`config.mk`:
```
export PLATFORM = sky130hd
export DESIGN_NAME = svseq_top
export DESIGN_NICKNAME = d
export VERILOG_FILES = /design/src/rtl/svseq_pkg.sv /design/src/rtl/svseq_dp.sv /design/src/rtl/svseq_ctrl.sv /design/src/rtl/svseq_top.sv
export SDC_FILE = /design/constraint.sdc
export NUM_CORES = 1
export LEC_CHECK = 0
export ABC_AREA = 1
export ABC_CLOCK_PERIOD_IN_PS = 3300
export BUFFER_PORTS_ARGS = -buffer_cell sky130_fd_sc_hd__buf_2
export CORE_ASPECT_RATIO = 1.4
export CORE_UTILIZATION = 35
export CTS_BUF_LIST = sky130_fd_sc_hd__clkbuf_2
export DETAILED_ROUTE_END_ITERATION = 6
export SYNTH_ARGS = -nofsm -noshare
export SYNTH_HDL_FRONTEND = slang
export SYNTH_SLANG_ARGS = --single-unit
```
`constraint.sdc`:
```
create_clock -name clk -period 3.3 [get_ports clk]
set_input_delay 0.165 -clock clk [delete_from_list [all_inputs] [get_ports clk]]
set_output_delay 0.165 -clock clk [all_outputs]
set_load 0.005 [all_outputs]
```
`src/rtl/svseq_pkg.sv`:
```
package svseq_pkg;
  typedef struct packed {
    logic load;
    logic step;
  } seqCtl_t;

  typedef enum logic [1:0] {
    ST_IDLE = 2'd0,
    ST_RUN  = 2'd1,
    ST_FIN  = 2'd2,
    ST_BAD  = 2'd3
  } seqState_t;
endpackage

```
`src/rtl/svseq_dp.sv`:
```
module svseq_dp
  import svseq_pkg::*;
#(
  parameter int BASE_W = 4,
  parameter int LEN_W = 3,
  parameter int SGL_LOG = 3,
  localparam int IDX_W = BASE_W + 1
) (
  input  logic clk,
  input  logic rstN,
  input  seqCtl_t ctl,
  input  logic isDouble,
  input  logic [BASE_W-1:0] dBase,
  input  logic dExt,
  input  logic [BASE_W-1:0] nBase,
  input  logic nExt,
  input  logic [BASE_W-1:0] mBase,
  input  logic mExt,
  input  logic [LEN_W-1:0] lenField,
  input  logic strideOk,
  input  logic strideSel,
  output logic illegal,
  output logic [LEN_W-1:0] effLenM1,
  output logic [IDX_W-1:0] dIdx,
  output logic [IDX_W-1:0] nIdx,
  output logic [IDX_W-1:0] mIdx
);
  localparam int DBL_LOG = SGL_LOG - 1;
  localparam int SGL_BANK = 1 << SGL_LOG;
  localparam int DBL_BANK = 1 << DBL_LOG;
  localparam int PW = LEN_W + 3;
  localparam logic [IDX_W-1:0] SGL_MASK = IDX_W'(SGL_BANK - 1);
  localparam logic [IDX_W-1:0] DBL_MASK = IDX_W'(DBL_BANK - 1);

  function automatic logic [IDX_W-1:0] decodeIdx(input logic dbl,
      input logic [BASE_W-1:0] base, input logic ext);
    return dbl ? {ext, base} : {base, ext};
  endfunction

  function automatic logic inScalarBank(input logic dbl, input logic [IDX_W-1:0] idx);
    if (dbl) return idx[IDX_W-2:DBL_LOG] == '0;
    return idx[IDX_W-1:SGL_LOG] == '0;
  endfunction

  function automatic logic [IDX_W-1:0] bankInc(input logic dbl,
      input logic [IDX_W-1:0] idx, input logic twoStep);
    logic [IDX_W-1:0] mask;
    logic [IDX_W-1:0] sum;
    mask = dbl ? DBL_MASK : SGL_MASK;
    sum = idx + (twoStep ? IDX_W'(2) : IDX_W'(1));
    return (idx & ~mask) | (sum & mask);
  endfunction

  logic [IDX_W-1:0] dIn, nIn, mIn;
  logic [PW-1:0] lenX, strX, prod, bankLim;
  logic dblQ, strideQ, mScalarQ;

  always_comb begin
    dIn = decodeIdx(isDouble, dBase, dExt);
    nIn = decodeIdx(isDouble, nBase, nExt);
    mIn = decodeIdx(isDouble, mBase, mExt);
    lenX = PW'(lenField) + PW'(1);
    strX = strideSel ? PW'(2) : PW'(1);
    prod = lenX * strX;
    bankLim = isDouble ? PW'(DBL_BANK) : PW'(SGL_BANK);
    illegal = !strideOk || (prod > bankLim) || ((lenField == '0) && strideSel);
    effLenM1 = inScalarBank(isDouble, dIn) ? '0 : lenField;
  end

  always_ff @(posedge clk) begin
    if (!rstN) begin
      dIdx <= '0;
      nIdx <= '0;
      mIdx <= '0;
      dblQ <= 1'b0;
      strideQ <= 1'b0;
      mScalarQ <= 1'b0;
    end else if (ctl.load) begin
      dIdx <= dIn;
      nIdx <= nIn;
      mIdx <= mIn;
      dblQ <= isDouble;
      strideQ <= strideSel;
      mScalarQ <= inScalarBank(isDouble, mIn);
    end else if (ctl.step) begin
      dIdx <= bankInc(dblQ, dIdx, strideQ);
      nIdx <= bankInc(dblQ, nIdx, strideQ);
      if (!mScalarQ) mIdx <= bankInc(dblQ, mIdx, strideQ);
    end
  end

  // a scalar-bank second source holds across a step
  a_r7_m_frozen: assert property (@(posedge clk) disable iff (!rstN)
    (ctl.step && mScalarQ) |=> $stable(mIdx));
  // every step moves the destination
  a_r2_d_moves: assert property (@(posedge clk) disable iff (!rstN)
    ctl.step |=> (dIdx != $past(dIdx)));
  // a double-precision step stays inside its bank
  a_r2_same_bank: assert property (@(posedge clk) disable iff (!rstN)
    (ctl.step && dblQ) |=> $stable(nIdx[IDX_W-1:DBL_LOG]));
endmodule

```
`src/rtl/svseq_ctrl.sv`:
```
module svseq_ctrl
  import svseq_pkg::*;
#(
  parameter int LEN_W = 3
) (
  input  logic clk,
  input  logic rstN,
  input  logic startReq,
  input  logic illegal,
  input  logic [LEN_W-1:0] effLenM1,
  output seqCtl_t ctl,
  output logic idxValid,
  output logic seqDone,
  output logic unpred
);
  seqState_t state;
  logic [LEN_W-1:0] remain;

  always_ff @(posedge clk) begin
    if (!rstN) begin
      state <= ST_IDLE;
      remain <= '0;
    end else begin
      case (state)
        ST_IDLE: if (startReq) begin
          if (illegal) state <= ST_BAD;
          else begin
            state <= ST_RUN;
            remain <= effLenM1;
          end
        end
        ST_RUN: if (remain == '0) state <= ST_FIN;
                else remain <= remain - 1'b1;
        default: state <= ST_IDLE;
      endcase
    end
  end

  always_comb begin
    ctl.load = (state == ST_IDLE) && startReq;
    ctl.step = (state == ST_RUN) && (remain != '0);
    idxValid = state == ST_RUN;
    seqDone = state == ST_FIN;
    unpred = state == ST_BAD;
  end

  // done only directly after an element
  a_r8_done_after_valid: assert property (@(posedge clk) disable iff (!rstN)
    seqDone |-> $past(idxValid));
  // a stream begins only after an accepted start
  a_r8_valid_from_start: assert property (@(posedge clk) disable iff (!rstN)
    $rose(idxValid) |-> $past(startReq));
  // an unpredictable report brings no elements
  a_r3_bad_no_valid: assert property (@(posedge clk) disable iff (!rstN)
    unpred |=> !idxValid);
  // start during a run does not break the stream
  a_r9_run_ignores_start: assert property (@(posedge clk) disable iff (!rstN)
    (idxValid && startReq) |=> (idxValid || seqDone));
endmodule

```
`src/rtl/svseq_top.sv`:
```
module svseq_top
  import svseq_pkg::*;
#(
  parameter int BASE_W = 4,
  parameter int LEN_W = 3,
  parameter int SGL_LOG = 3,
  localparam int IDX_W = BASE_W + 1
) (
  input  logic clk,
  input  logic rstN,
  input  logic startReq,
  input  logic isDouble,
  input  logic [BASE_W-1:0] dBase,
  input  logic dExt,
  input  logic [BASE_W-1:0] nBase,
  input  logic nExt,
  input  logic [BASE_W-1:0] mBase,
  input  logic mExt,
  input  logic [LEN_W-1:0] lenField,
  input  logic strideOk,
  input  logic strideSel,
  output logic idxValid,
  output logic [IDX_W-1:0] dIdx,
  output logic [IDX_W-1:0] nIdx,
  output logic [IDX_W-1:0] mIdx,
  output logic seqDone,
  output logic unpred
);
  seqCtl_t ctl;
  logic illegal;
  logic [LEN_W-1:0] effLenM1;

  svseq_ctrl #(.LEN_W(LEN_W)) uCtrl (
    .clk(clk), .rstN(rstN), .startReq(startReq), .illegal(illegal),
    .effLenM1(effLenM1), .ctl(ctl), .idxValid(idxValid),
    .seqDone(seqDone), .unpred(unpred)
  );

  svseq_dp #(.BASE_W(BASE_W), .LEN_W(LEN_W), .SGL_LOG(SGL_LOG)) uDp (
    .clk(clk), .rstN(rstN), .ctl(ctl), .isDouble(isDouble),
    .dBase(dBase), .dExt(dExt), .nBase(nBase), .nExt(nExt),
    .mBase(mBase), .mExt(mExt), .lenField(lenField),
    .strideOk(strideOk), .strideSel(strideSel), .illegal(illegal),
    .effLenM1(effLenM1), .dIdx(dIdx), .nIdx(nIdx), .mIdx(mIdx)
  );
endmodule

```
==> impl_metrics.yaml <==
grt:
  antenna_found_initial: 0
  grt.total_usage: 0.159
  grt_pass1_wl_um: 5830
  grt_max_degree: 26
  grt_overflow_total: 0
  grt_pass1_vias: 1351
synth:
  async_reset_ff_frac: 0
  syn_avg_cell_area_um2: 7.21
  syn_inst: 216
  yosysUniqueCellTypes: 31
  synth_top_cell_by_area: "dfxtp_1"
  synth_area_leaders: "dfxtp_1, nand2_1, ha_1"
  ys_warn_count: 0
  synth_edf_count: 0
  syn_nets: 253
  synth_top_area_share: 0.296
  yosysSeqAreaShare: 0.296
  ys_ff_latch: 23
  syn_area_um2: 1560
  synth-main-ff-cell: "dfxtp_1"
power_and_ir_drop:
  sw_frac_of_total: 0.395
  pwr-share-clk: 0.151
  vdd_drop_max_v: 0.000123
  combPwrFrac: 0.403
  p_sw_uw: 318
  power-per-cell-area_nw_per_um2: 450
  p_int_uw: 487
  p_leak_nw: 0.935
  p_seq_frac: 0.445
floorplanning:
  core_um2: 4240
  num_rows: 28
  die_w_um: 58.4
  io_pins: 42
  dieArea_um2: 4730
  initial_utilization: 0.367
  die_h_um: 80.9
layout:
  multi_input_area_um2: 933
  seqCellArea_um2: 460
  drive_gt1_frac: 0.245
  syn2layout_area_growth_pct: 14.9
  postLayoutCoreUtil: 0.422
  nFillCells: 466
  fin_area_um2: 1790
  final_nets: 291
  diodes: 0
cts:
  numCtsBuffers: 3
  cts_resized: 0
  ctsLongestPathBuffers: 2
  cts_hold_buf: 0
  cts_tree: "yes"
  post-cts-setup-buffer-count: 0
  clk_transition_reported_paths_ns: 0.26
  cts-root-buf: "clkbuf_2"
  clock_latency_ns: 0.35
  numClockSinks: 23
  htreeDepth: 1
run:
  drv_cap: 0
worst_setup_path:
  arrival_ns: 2.06
  start_kind: "flip-flop"
  reg2reg_depth: 7
  cp.required_ns: 3.59
  crit_type: "flip-flop to flip-flop"
  end_kind: "flip-flop"
  cp_max_fo: 4
route:
  wire_per_inst_um: 11.3
  drcViolationCount: 0
  via_per_inst: 4.65
  detail-route-antenna-nets: 0
  dr.pass1.iters: 4
  drtIter0Drc: 21
  vias: 1455
  routed_wl_um: 3550
timing:
  finalSetupTns_ns: 0
  hold_slack_ns: 0.0493
  fmax_mhz: 565
  finalCritPeriodShare: 0.536
  setup_viol: 0
  fin_ws_ns: 1.53
  drv_slew: 0
  finalCriticalPeriod_ns: 1.77
  rsz0062_at_grt: "no"
  fin_skew_ns: 0.0239
  hold_viol_final: 0
placement:
  place_ws_ns: 1.22
  gp_congestion: 0.734
  post_dp_cell_area_um2: 1770
  dp_hpwl_um: 2740
  port_buffers: 41
outcome:
  outcome: "completed"
worst_hold_path:
  hp-class: "input pin to flip-flop"
  whs_path_depth: 3
## cells in the final DEF, fill, tap and decap left out
cell and count:
a21oi_1 4, a31oi_1 8, buf_2 41, clkbuf_2 3, clkinv_2 1, conb_1 1, dfxtp_1 23, fa_1 3
ha_1 10, inv_1 23, inv_2 1, inv_4 1, mux2i_1 2, nand2_1 54, nand2_2 4, nand2_4 3
nand3_1 11, nor2_1 20, nor2_2 2, nor2_4 1, o21ai_0 21, o21ai_1 4, o21ai_2 1, o21ai_4 1
o21bai_1 1, o22ai_1 1, o31ai_2 2, or2_2 1, xnor2_1 4, xor2_1 1
## worst max-delay path, cell delays in order, from the launching register on
cell     delay (ns)
dfxtp_1        0.49
inv_1          0.13
ha_1           0.22
fa_1           0.43
xnor2_1        0.14
o22ai_1        0.18
nor2_1         0.05
nor2_1         0.08
## cell families (layout without fill, tap and decap cells)
family / Yosys count / in the layout / synth area share
adder cells (fa/ha/maj): 13 / 13 / 0.119
AND/OR/NAND/NOR: 96 / 96 / 0.271
flip-flops: 23 / 23 / 0.296
XOR/XNOR: 5 / 5 / 0.0281
AO/OA/AOI/OAI: 43 / 43 / 0.166
multiplexers: 2 / 2 / 0.0129
buffers and inverters: 33 / 70 / 0.105
other: 1 / 1 / 0.00241
## power groups by stage
stage               combinational, mW  sequential [mW]  clock (mW)
floorplan                       0.240            0.364           0
global placement                0.324            0.365           0
detailed placement              0.328            0.365           0
CTS                             0.330            0.360       0.125
global route                    0.379            0.366       0.140
finish                          0.325            0.359       0.122
## final cells by class
type                    instances  share of cell area
flip-flops and latches         23               0.257
clock buffers                   3             0.00839
well taps                      60              0.0419
clock inverters                 1             0.00280
repair buffers                 41               0.115
inverters                      25              0.0538
multi-input cells             160               0.521
## through the flow
stage	total power [mW]	cells
after CTS	0.814	313
after floorplan	0.604	216
after global routing	0.885	313
after detailed placement	0.693	309
after global placement	0.689	309
final	0.805	313
## synth_stat cells (2+ instances only)
cell / instances
nand2_1: 54
dfxtp_1: 23
inv_1: 23
o21ai_0: 21
nor2_1: 20
nand3_1: 11
ha_1: 10
a31oi_1: 8
a21oi_1: 4
nand2_2: 4
o21ai_1: 4
xnor2_1: 4
buf_2: 3
fa_1: 3
nand2_4: 3
buf_4: 2
buf_6: 2
mux2i_1: 2
nor2_2: 2
o31ai_2: 2
## per-layer routing
metal  global-route usage  share of wire  vias up  wire [um]
li1                     -              -      770          -
met1                0.197           0.47      655       1660
met3               0.0111          0.024        2         86
met2                0.285           0.50       28       1770
met5                    0              0        -          0
met4               0.0595         0.0082        0         29
## final timing paths
kind / from / to / slack [ns]
worst min register to register: uDp.nIdx[0] / uDp.nIdx[0] / 0.51
worst max register to register: uDp.strideQ / flip-flop / 1.53
worst min-delay path: nBase[3] / uDp.nIdx[4] / 0.05
worst max-delay path: uDp.strideQ / flip-flop / 1.53
Note: power is estimated with default switching activity, not from simulation.
